$ cat config.mk
export PLATFORM = sky130hd
export DESIGN_NAME = rx_wm_arb
export DESIGN_NICKNAME = d
export VERILOG_FILES = /design/src/rtl/rx_wm_arb.sv
export SDC_FILE = /design/constraint.sdc
export NUM_CORES = 1
export LEC_CHECK = 0
export ABC_CLOCK_PERIOD_IN_PS = 3050
export BUFFER_PORTS_ARGS = -buffer_cell sky130_fd_sc_hd__buf_2
export CAP_MARGIN = 20
export CORE_AREA = 2 2 39 41
export DETAILED_ROUTE_END_ITERATION = 7
export DIE_AREA = 0 0 41 43
export GPL_TIMING_DRIVEN = 0
export PLACE_DENSITY_LB_ADDON = 0.3
export SLEW_MARGIN = 30
export SYNTH_ARGS = -nofsm -noshare
export SYNTH_HDL_FRONTEND = slang
export SYNTH_SLANG_ARGS = --single-unit
$ cat constraint.sdc
create_clock -name clk -period 3.05 [get_ports clk]
set_input_delay 0.1525 -clock clk [delete_from_list [all_inputs] [get_ports clk]]
set_output_delay 0.1525 -clock clk [all_outputs]
set_load 0.01 [all_outputs]
$ cat src/rtl/rx_wm_arb.sv
module rx_wm_arb #(
  parameter int DEPTH = 64,
  parameter int LVL_W = $clog2(DEPTH + 1),
  parameter int LEN_W = 5
) (
  input  logic             clk,
  input  logic             rst_n,
  input  logic [LVL_W-1:0] fill,
  input  logic             arb_en,
  input  logic [2:0]       hi_mark,
  input  logic [2:0]       lo_mark,
  input  logic [2:0]       cap_en,
  input  logic [1:0]       max_burst,
  input  logic             bus_gnt,
  output logic             req,
  output logic             hi_prio,
  output logic [LEN_W-1:0] burst_len
);
  localparam int CAPS = 3;
  localparam logic [LVL_W-1:0] EIGHTH = LVL_W'(DEPTH / 8);

  logic [LVL_W-1:0] hi_thr, lo_thr;
  logic [CAPS-1:0]  fit;
  logic [LEN_W-1:0] cand;
  logic             hi_nx, req_nx;

  assign hi_thr = LVL_W'(hi_mark) * EIGHTH;
  assign lo_thr = LVL_W'(lo_mark) * EIGHTH;

  for (genvar c = 0; c < CAPS; c++) begin : g_cap
    localparam logic [LVL_W-1:0] WORDS = LVL_W'(4 << c);
    localparam logic [7:0] WORDS8 = 8'(4 << c);
    logic under_cap;
    assign under_cap = (max_burst < 2'd2) ||
                       (WORDS8 <= ((max_burst == 2'd2) ? 8'd32 : 8'd64));
    assign fit[c] = cap_en[c] && (fill >= WORDS) && under_cap;
  end

  always_comb begin
    cand = LEN_W'(1);
    for (int c = 0; c < CAPS; c++)
      if (fit[c]) cand = LEN_W'(4 << c);
  end

  always_comb begin
    if (!arb_en)               hi_nx = 1'b0;
    else if (fill >= hi_thr)   hi_nx = 1'b1;
    else if (fill <= lo_thr)   hi_nx = 1'b0;
    else                       hi_nx = hi_prio;
  end

  assign req_nx = !bus_gnt && (fill != '0) &&
                  (!arb_en || (cap_en == '0) || (|fit) || hi_nx);

  always_ff @(posedge clk) begin
    if (!rst_n) begin
      hi_prio   <= 1'b0;
      req       <= 1'b0;
      burst_len <= LEN_W'(1);
    end else begin
      hi_prio <= hi_nx;
      req     <= req_nx;
      if (!bus_gnt) burst_len <= cand;
    end
  end
endmodule

==> implementation parameters, run 1 <==
Parameter                              Value

Global route
  All-layer global routing usage    14.5%
  First-pass GRT wire length    1.64 mm
  Initial antenna violation count    0
  Number of global-route vias before repair    426
  Largest net degree at the start of global routing    8
  Total gr overflow    0

Yosys
  Distinct cell type count of the synthesized netlist    22
  Sequential-to-total area share from yosys stat    between 20% and 30%
  Synthesized net count    83
  Share of synthesized registers carrying an async set or reset    0%
  Total standard cell area after synthesis    455 um2
  Top cells by area in the synthesized netlist    dfxtp_1 26%, ha_1 16%, nand2_1 5.8%
  Synthesis warning total    0
  Post-synthesis simple-gate area fraction    28.8%
  Cell type with the highest aggregate area in the netlist    dfxtp_1
  Commonest register cell after synthesis    dfxtp_1
  Post-synthesis share of cell area spent on xor and xnor gates    0%
  Portion of netlist area occupied by mux cells    0%
  Fraction of the mapped netlist area in adder cells    16.5%
  Most instantiated library cell after synthesis    nand2_1
  Seq cells post-synth    6
  Mean instance size in the synthesized netlist    roughly 8.3 um2
  Gate count of the mapped netlist    55
  Area fraction in compound gates after synthesis    a little over a fifth
  EDFF count, synth    0
  Largest family of logic cells by synthesized area    simple AND/OR/NAND/NOR gates
  Top cells by instance count after synthesis    7 x nand2_1, 6 x dfxtp_1, 6 x ha_1, 6 x inv_1, 4 x nor3_1
  Yosys top cell area share    between 20% and 30%

STA
  F_max    0.795 GHz
  Clock tree skew after final layout    0.0000377 ns
  Min Tclk post-route    1.26 ns
  Setup TNS    0 ns
  Final setup violating endpoints    0
  RSZ-0062 raised after global routing    no
  Total count of max-transition violations in the final report    0
  Final cycle utilization of the critical path    a little over 40%
  Final hold violations    0
  Worst-case hold slack    0.126 ns

Critical path
  Source of the worst register-to-register timing path    hi_prio$_SDFF_PN0_
  Worst setup SP type    primary input
  Endpoint of the most critical register-to-register path    req$_SDFF_PN0_
  Critical path capture point type    flip-flop
  Arr. time, crit path    1.36 ns
  Category of the most critical setup path    primary input to flip-flop
  Highest fanout seen on the critical path    4
  Number of cells on the worst reg-to-reg path    2
  Crit path required time    3.15 ns
  R2r setup slk    2.10 ns

Drt
  Wire per inst    10.8 um
  Number of optimization iterations in the first detailed-route pass    2
  Post-DRT Antenna Nets    0
  Routed via count divided by cell count    4.88
  Initial detailed-routing violation count    1
  # DRC    0
  Vias    483
  Total wirelength of the detailed-routed design    1.07 mm

Power and ir drop
  IR drop worst, VDD    between 0.15 and 0.2 mV
  Power density over cell area    between 300 and 400 nW/um2
  Static power due to leakage    0.313 nW

Die
  Cell Rows    14
  Die X    41 um
  # IOs    29
  CORE AREA    1380 um2
  Die area    1760 um2
  Height of the chip    43 um
  Starting utilization of the core area    32.9%

Hold path
  Min-delay worst type    primary input to flip-flop
  Hold path endpoint    burst_len[0]$_SDFFE_PN1N_
  Hold Path Origin    rst_n
  Min-Delay Path Depth    2

Placement
  Buffers on Ports    25
  HPWL after DPL    around 910 um
  Final estimated routing congestion in global placement    0.668

Layout
  Number of inserted diodes    0
  Number of nets at the end of the flow    113
  Synthesis-to-finish area growth    36.8%
  Proportion of layout cells with a drive suffix above 1    39.8%

Clock tree
  CTS resizes    0
  Number of buffers created by CTS    3
  Clock Latency Late Sink    0.23 ns
  CTS Hold Bufs    0
  Buffers inserted by post-CTS timing repair    0
  Number of H-tree levels    1
  Clock tree root buffer cell    clkbuf_4
  Clock tree sinks    6
  Bufs on Longest Clock Path    2
  CTS tree    yes
  Register clock-pin slew on the reported worst setup and hold paths    0.05 ns

Status
  Run status    finished, final reports clean

Flow run
  Count of maximum capacitance violations    0
kinds of logic after synthesis:
logic type               Yosys count
AO/OA/AOI/OAI                     12
other                              1
AND/OR/NAND/NOR                   23
adder cells (fa/ha/maj)            6
flip-flops                         6
buffers and inverters              7
metrics by stage:
stage | total power, mW | std cells | setup slack (ns) | utilization, % | area (um2)
finish | 0.213 | 99 | 1.79 | 45.0 | 623
global route | 0.231 | 99 | 1.70 | 45.0 | 623
CTS | 0.217 | 99 | 1.77 | 45.0 | 623
detailed placement | 0.144 | 96 | 1.52 | 43.4 | 601
global placement | 0.143 | 96 | 1.57 | 43.4 | 601
floorplan | 0.116 | 55 | 1.80 | - | 455
layer usage:
layer,global-route usage (%),share of wire [%],up-vias
met5,0,0,-
met4,10.0,0.84,0
met3,5.24,11,2
met2,23.4,45,21
met1,14.2,43,203
li1,-,-,257
power by group:
group	total (mW)	switching [mW]	internal (mW)	leakage, nW
Sequential	0.0852	0.00199	0.0832	0.0496
Combinational	0.0568	0.0303	0.0265	0.250
Clock	0.0705	0.0262	0.0443	0.0138
state kept, by name, indices dropped and copies added, names as in the netlist:
register / flops
hi_prio: 1
req: 1
burst_len: 4
layout make-up:
class                      count  area, um2
tap                           16       20.0
inverter                       6       22.5
sequential                     6        120
buffer                         1       7.51
clock buffer                   3       22.5
multi-input combinational     42        305
timing repair buffer          25        125
fill                         150        761
critical path, cell delays in order:
cell       delay (ns)
buf_2            0.12
ha_1             0.32
a211oi_1         0.30
o211ai_2         0.14
a31oi_2          0.22
a2111oi_2        0.11
how the worst max path moves through the flow:
stage / from / to / slack, ns / cells after the start
floorplan: hi_mark[2] / req$_SDFF_PN0_ / 1.80 / 6
global placement: fill[5] / req$_SDFF_PN0_ / 1.57 / 6
detailed placement: fill[5] / req$_SDFF_PN0_ / 1.52 / 6
CTS: fill[5] / req$_SDFF_PN0_ / 1.77 / 6
global route: fill[5] / req$_SDFF_PN0_ / 1.70 / 6
finish: fill[5] / req$_SDFF_PN0_ / 1.79 / 6
placed cells by master (no fill, tap or decap):
| cell type | instances |
|---|---|
| or3_1 | 1 |
| dfxtp_1 | 6 |
| o2111ai_1 | 1 |
| ha_1 | 6 |
| conb_1 | 1 |
| nor3_1 | 4 |
| a2111oi_2 | 1 |
| nand4_1 | 2 |
| nor4_1 | 1 |
| buf_2 | 25 |
| a211oi_1 | 1 |
| a32oi_1 | 1 |
| clkbuf_4 | 3 |
| nor2b_1 | 3 |
| and3b_1 | 1 |
| nor2_1 | 3 |
| buf_4 | 1 |
| o211ai_2 | 1 |
| nand2_1 | 7 |
| nor4_4 | 1 |
| a21oi_1 | 3 |
| a31oi_2 | 1 |
| inv_1 | 6 |
| o21ai_0 | 3 |
Note: power is estimated with default switching activity, not from simulation.
==> inputs of run 2 (changes only) <==
- ABC_AREA: default -> 1
- ABC_CLOCK_PERIOD_IN_PS: 3050 -> 1240
- clock period: 3.05 -> 1.24 ns (I/O delays scaled with it)
==> implementation parameters, run 2 <==
Parameter                              Value

Clock tree
  Clock tree root buffer cell    clkbuf_4
  CTS tree    yes
  Bufs on Longest Clock Path    2 (unchanged)
  Register clock-pin slew on the reported worst setup and hold paths    0.04 ns (about the same)
  Clock tree sinks    6 (unchanged)
  Number of H-tree levels    1 (unchanged)
  Number of buffers created by CTS    3 (unchanged)
  Clock Latency Late Sink    0.24 ns (about the same)
  CTS Hold Bufs    0 (unchanged)
  CTS resizes    0 (unchanged)
  Buffers inserted by post-CTS timing repair    0 (unchanged)

Critical path
  Endpoint of the most critical register-to-register path    req$_SDFF_PN0_
  Ordered cell list for the critical path    buf_2, ha_1, nand3b_1, nand3_1, nor2_1, nand2_1, nor2_1, nor2_1
  Startpoint of the most critical setup path    fill[5]
  Crit path required time    1.37 ns (-1.78 ns)
  Critical path capture point type    flip-flop
  Source of the worst register-to-register timing path    hi_prio$_SDFF_PN0_
  Setup crit end    req$_SDFF_PN0_
  Most Frequent Cell on Critical Path    nor2_1
  Arr. time, crit path    0.95 ns (-0.41 ns)
  Maximum cell stage delay along the critical path    0.31 ns (about the same)
  Number of cells on the worst reg-to-reg path    4 (+2)
  R2r setup slk    0.56 ns (-1.54 ns)
  Highest fanout seen on the critical path    3 (-1)
  Cell with the largest stage delay on the worst path    ha_1
  Worst setup SP type    primary input
  Category of the most critical setup path    primary input to flip-flop

Placement
  Final estimated routing congestion in global placement    0.718 (+7.6%)
  Buffers on Ports    25 (unchanged)
  HPWL after DPL    883 um (-3.2%)
  Cell area after placement    626 um2 (+4.2%)

Layout
  Most common library cell in the layout ignoring fill and taps    buf_2
  Synthesis-to-finish area growth    34.9%
  Area of all placed cells without fillers    648 um2 (+4.0%)
  Largest register by flop count    burst_len
  Registers with the highest flip-flop counts    burst_len: 4 flops, hi_prio: 1 flops, req: 1 flops
  Proportion of layout cells with a drive suffix above 1    30.8% (-9.0 points)
  Top library cells by usage in the layout, fill and taps aside    25 x buf_2, 17 x nand2_1, 14 x inv_1
  Number of nets at the end of the flow    134 (+19%)
  Number of inserted diodes    0 (unchanged)
  Largest register FFs    4 (unchanged)

STA
  Clock tree skew after final layout    0.0000747 ns (+0.0000370 ns)
  Final hold violations    0 (unchanged)
  Total count of max-transition violations in the final report    0 (unchanged)
  F_max    between 1 and 1.5 GHz
  Final setup violating endpoints    0 (unchanged)
  RSZ-0062 raised after global routing    no
  Final cycle utilization of the critical path    66.2%
  Worst-case hold slack    0.0569 ns (-0.0691 ns)
  Min Tclk post-route    0.821 ns
  Setup TNS    0 ns (unchanged)

Yosys
  Yosys top cell area share    25.0% (-1.4 points)
  Gate count of the mapped netlist    76 (+38%)
  Seq cells post-synth    6 (unchanged)
  Top cells by instance count after synthesis    17 x nand2_1, 14 x inv_1, 12 x nor2_1
  Commonest register cell after synthesis    dfxtp_1
  Most instantiated library cell after synthesis    nand2_1
  Share of synthesized registers carrying an async set or reset    0% (unchanged)
  Distinct cell type count of the synthesized netlist    17 (-23%)
  Mean instance size in the synthesized netlist    6.32 um2 (-24%)
  EDFF count, synth    0 (unchanged)
  Sequential-to-total area share from yosys stat    25.0% (-1.4 points)
  Total standard cell area after synthesis    480 um2 (+5.5%)
  Synthesis warning total    0 (unchanged)
  Cell type with the highest aggregate area in the netlist    dfxtp_1
  Synthesized net count    104 (+25%)
  Top cells by area in the synthesized netlist    dfxtp_1 25%, ha_1 16%, nand2_1 13%

Global route
  First-pass GRT wire length    1.50 mm (-8.4%)
  Global-route met2 utilization    20.0% (-3.4 points)
  All-layer global routing usage    12.9% (-1.6 points)
  Routing layer with the top usage in global route    met2
  Initial antenna violation count    0 (unchanged)
  Largest net degree at the start of global routing    7 (-1)
  Number of global-route vias before repair    442 (+3.8%)
  Global-route met3 utilization    1.57% (-3.7 points)
  Met1 track demand over resource in global routing    13.1% (-1.2 points)
  Total gr overflow    0 (unchanged)

Die
  # IOs    29 (unchanged)
  Starting utilization of the core area    34.7% (+1.8 points)
  Height of the chip    43 um (unchanged)
  Cell Rows    14 (unchanged)
  Die X    41 um (unchanged)
  Die area    1760 um2 (unchanged)
  CORE AREA    1380 um2 (unchanged)

Drt
  Vias    537 (+11%)
  Initial detailed-routing violation count    3 (+2)
  Post-DRT Antenna Nets    0 (unchanged)
  Total wirelength of the detailed-routed design    999 um (-7.0%)
  Number of optimization iterations in the first detailed-route pass    3 (+1)
  Routed via count divided by cell count    4.48 (-8.3%)
  # DRC    0 (unchanged)
  Wire per inst    8.33 um (-23%)

Flow run
  Count of maximum capacitance violations    0 (unchanged)

Power and ir drop
  Final Total Pwr    531 uW (+150%)
  Power density over cell area    819 nW/um2 (+140%)
  IR drop worst, VDD    0.236 mV (+25%)
  Static power due to leakage    0.378 nW (+21%)

Hold path
  Min-delay worst type    primary input to flip-flop
  Hold Path Origin    arb_en

Status
  Run status    finished, final reports clean
-- run 2: cell count changes in the layout (fill, tap and decap cells not counted), sizes merged, moves of 2 or more --
cell   previous run  this run
nor4              2         0
nor2b             3         0
nand2             7        18
nand3             0         5
nor3              4         0
inv               6        14
nor2              3        13
-- run 2: routing by layer --
| metal | vias to the layer above | share of wire, % |
|---|---|---|
| met5 | - | 0 |
| met3 | 4 | 7.6 |
| met4 | 0 | 2.7 |
| met2 | 21 | 45 |
| met1 | 216 | 45 |
| li1 | 296 | - |
-- run 2: kinds of logic (layout without fill, tap and decap cells) --
logic type / after synthesis / in the layout / share of synthesized area [%]
other: 1 / 1 / 0.781
adders and majority gates: 6 / 6 / 15.6
buffers and inverters: 15 / 43 / 12.5
AOI/OAI and AO/OA: 8 / 8 / 10.2
and+or+nand+nor: 40 / 40 / 35.9
DFF: 6 / 6 / 25.0
-- run 2: worst max-delay path: cells and delay by family --
family	cells	cell delay, ns
buffers and inverters	1	0.12
adder cells (fa/ha/maj)	1	0.31
AND/OR/NAND/NOR	6	0.45
-- run 2: worst min-delay path by stage --
| stage | endpoint | slack (ns) | depth (start not counted) |
|---|---|---|---|
| 2_1_floorplan | burst_len[0]$_SDFFE_PN1N_ | 0.17 | 1 |
| 3_3_place_gp | hi_prio$_SDFF_PN0_ | 0.31 | 3 |
| 3_5_place_dp | hi_prio$_SDFF_PN0_ | 0.31 | 3 |
| 4_1_cts | hi_prio$_SDFF_PN0_ | 0.05 | 3 |
| 5_1_grt | hi_prio$_SDFF_PN0_ | 0.05 | 3 |
| 6_report | hi_prio$_SDFF_PN0_ | 0.06 | 3 |
-- run 2: through the flow --
stage	worst slack [ns]	utilization, %	instances
detailed placement	0.157	45.2	117
finish	0.419	46.8	120
global placement	0.162	45.2	117
CTS	0.418	46.8	120
global route	0.281	46.8	120
floorplan	0.343	-	76
-- run 2: area by class of cell --
class                   instances  area (um2)
clock buffers                   3        22.5
multi-input cells              55         300
repair buffers                 25         125
inverters                      14        52.6
well taps                      16        20.0
plain buffers                   1        7.51
flip-flops and latches          6         120
fillers                       154         736
-- run 2: power by group --
part	switching [mW]	internal, mW	total, mW
Clock	0.0679	0.109	0.177
Sequential	0.00437	0.205	0.209
Combinational	0.0775	0.0668	0.144
Total	0.150	0.381	0.531
==> inputs of run 3 (changes only) <==
- ABC_CLOCK_PERIOD_IN_PS: 1240 -> 850
- clock period: 1.24 -> 0.85 ns (I/O delays scaled with it)
==> implementation parameters, run 3 (synthesis gave the netlist of run 2 again) <==
Parameter                              Value

STA
  Min Tclk post-route    roughly 0.8 ns
  F_max    approximately 1.3 GHz
  Worst-case hold slack    0.0333 ns (-0.0236 ns)
  Final cycle utilization of the critical path    between 90 and 100%
  Setup TNS    0 ns (unchanged)
  Final setup violating endpoints    0 (unchanged)
  Total count of max-transition violations in the final report    0 (unchanged)
  Clock tree skew after final layout    0.0000641 ns (-0.0000106 ns)
  Final hold violations    0 (unchanged)

Clock tree
  CTS resizes    0 (unchanged)
  Bufs on Longest Clock Path    2 (unchanged)
  Clock Latency Late Sink    0.24 ns (about the same)
  CTS tree    yes
  Register clock-pin slew on the reported worst setup and hold paths    0.05 ns (about the same)
  Number of buffers created by CTS    3 (unchanged)
  CTS Hold Bufs    0 (unchanged)
  Number of H-tree levels    1 (unchanged)
  Clock tree root buffer cell    clkbuf_4
  Clock tree sinks    6 (unchanged)
  Buffers inserted by post-CTS timing repair    0 (unchanged)

Global route
  All-layer global routing usage    13.8% (+0.90 points)
  First-pass GRT wire length    1.69 mm (+13%)
  Global-route met2 utilization    23.4% (+3.4 points)
  Global-route met3 utilization    0% (-1.6 points)
  Met1 track demand over resource in global routing    16.2% (+3.2 points)
  Routing layer with the top usage in global route    met2
  Number of global-route vias before repair    465 (+5.2%)
  Initial antenna violation count    0 (unchanged)
  Largest net degree at the start of global routing    7 (unchanged)
  Total gr overflow    0 (unchanged)

Placement
  Cell area after placement    676 um2 (+8.0%)
  Buffers on Ports    25 (unchanged)
  HPWL after DPL    928 um (+5.2%)
  Final estimated routing congestion in global placement    0.732 (+1.9%)
  Placed instance count    117 (unchanged)

Layout
  Largest register FFs    4 (unchanged)
  Number of nets at the end of the flow    134 (unchanged)
  Proportion of layout cells with a drive suffix above 1    41.3% (+11 points)
  Area of the multi-input gates    375 um2 (+25%)
  Area of all placed cells without fillers    739 um2 (+14%)
  Synthesis-to-finish area growth    53.9%
  Largest register by flop count    burst_len
  Most common library cell in the layout ignoring fill and taps    buf_2
  Top library cells by usage in the layout, fill and taps aside    21 x buf_2, 17 x nand2_1, 12 x nor2_1
  FF+latch area    120 um2 (unchanged)
  Final Instance Count excl. Fillers    120 (unchanged)
  Number of fill cells    141 (-8.4%)
  Registers with the highest flip-flop counts    burst_len: 4 flops, hi_prio: 1 flops, req: 1 flops
  Number of inserted diodes    0 (unchanged)

Die
  Die X    41 um (unchanged)
  Height of the chip    43 um (unchanged)
  CORE AREA    1380 um2 (unchanged)
  Starting utilization of the core area    34.7% (unchanged)
  # IOs    29 (unchanged)
  Cell Rows    14 (unchanged)
  Die area    1760 um2 (unchanged)

Drt
  Total wirelength of the detailed-routed design    1.13 mm (+14%)
  Initial detailed-routing violation count    4 (+1)
  Post-DRT Antenna Nets    0 (unchanged)
  Wire per inst    9.45 um (+14%)
  # DRC    0 (unchanged)
  Routed via count divided by cell count    4.43 (-1.1%)
  Vias    531 (-1.1%)
  Number of optimization iterations in the first detailed-route pass    4 (+1)

Status
  Run status    finished, final reports clean

Power and ir drop
  Power density over cell area    1130 nW/um2 (+37%)
  Static power due to leakage    0.377 nW (about the same)
  IR drop worst, VDD    0.356 mV (+51%)

Hold path
  Min-delay worst type    primary input to flip-flop

Critical path
  Highest fanout seen on the critical path    4 (+1)
  Arr. time, crit path    0.93 ns (-0.02 ns)
  Category of the most critical setup path    primary input to flip-flop
  Worst setup SP type    primary input
  Crit path required time    0.98 ns (-0.39 ns)
  Critical path capture point type    flip-flop

Flow run
  Count of maximum capacitance violations    0 (unchanged)
run 3: metrics by stage:
stage,util [%],setup WS [ns],power [mW]
global route,53.4,-0.00788,0.891
floorplan,-,0.00373,0.447
CTS,50.5,0.0399,0.818
global placement,48.8,-0.189,0.543
detailed placement,48.8,-0.217,0.551
finish,53.4,0.0516,0.832
run 3: layout make-up:
cell class | instances | share of cell area, %
inverters | 14 | 7.45
multi-input cells | 55 | 50.8
clock buffers | 3 | 3.05
flip-flops and latches | 6 | 16.2
repair buffers | 25 | 18.8
plain buffers | 1 | 1.02
well taps | 16 | 2.71
run 3: worst paths after layout:
path / from / endpoint / slack, ns / cells past startpoint
max reg2reg: hi_prio$_SDFF_PN0_ / req$_SDFF_PN0_ / 0.16 / 4
min reg2reg: burst_len[2]$_SDFFE_PN0N_ / burst_len[2]$_SDFFE_PN0N_ / 0.46 / 2
max: fill[4] / req$_SDFF_PN0_ / 0.05 / 9
min: arb_en / hi_prio$_SDFF_PN0_ / 0.03 / 3
run 3: per-layer routing:
metal	share of wire [%]	wire length, um	vias to the layer above
met5	0	0	-
met4	0	0	0
met3	6.7	76	0
met2	50	567	23
met1	43	490	212
li1	-	-	296
run 3: power by group:
| part | internal (mW) | total [mW] | switching, mW |
|---|---|---|---|
| Combinational | 0.128 | 0.265 | 0.137 |
| Clock | 0.160 | 0.261 | 0.102 |
| Sequential | 0.299 | 0.305 | 0.00650 |
run 3: critical path, stage by stage:
cell     delay (ns)
buf_4          0.14
ha_4           0.26
nand2_1        0.06
nor2_1         0.11
nand2_1        0.06
nand3_1        0.06
nand2_1        0.06
nor2_1         0.09
nor2_1         0.05
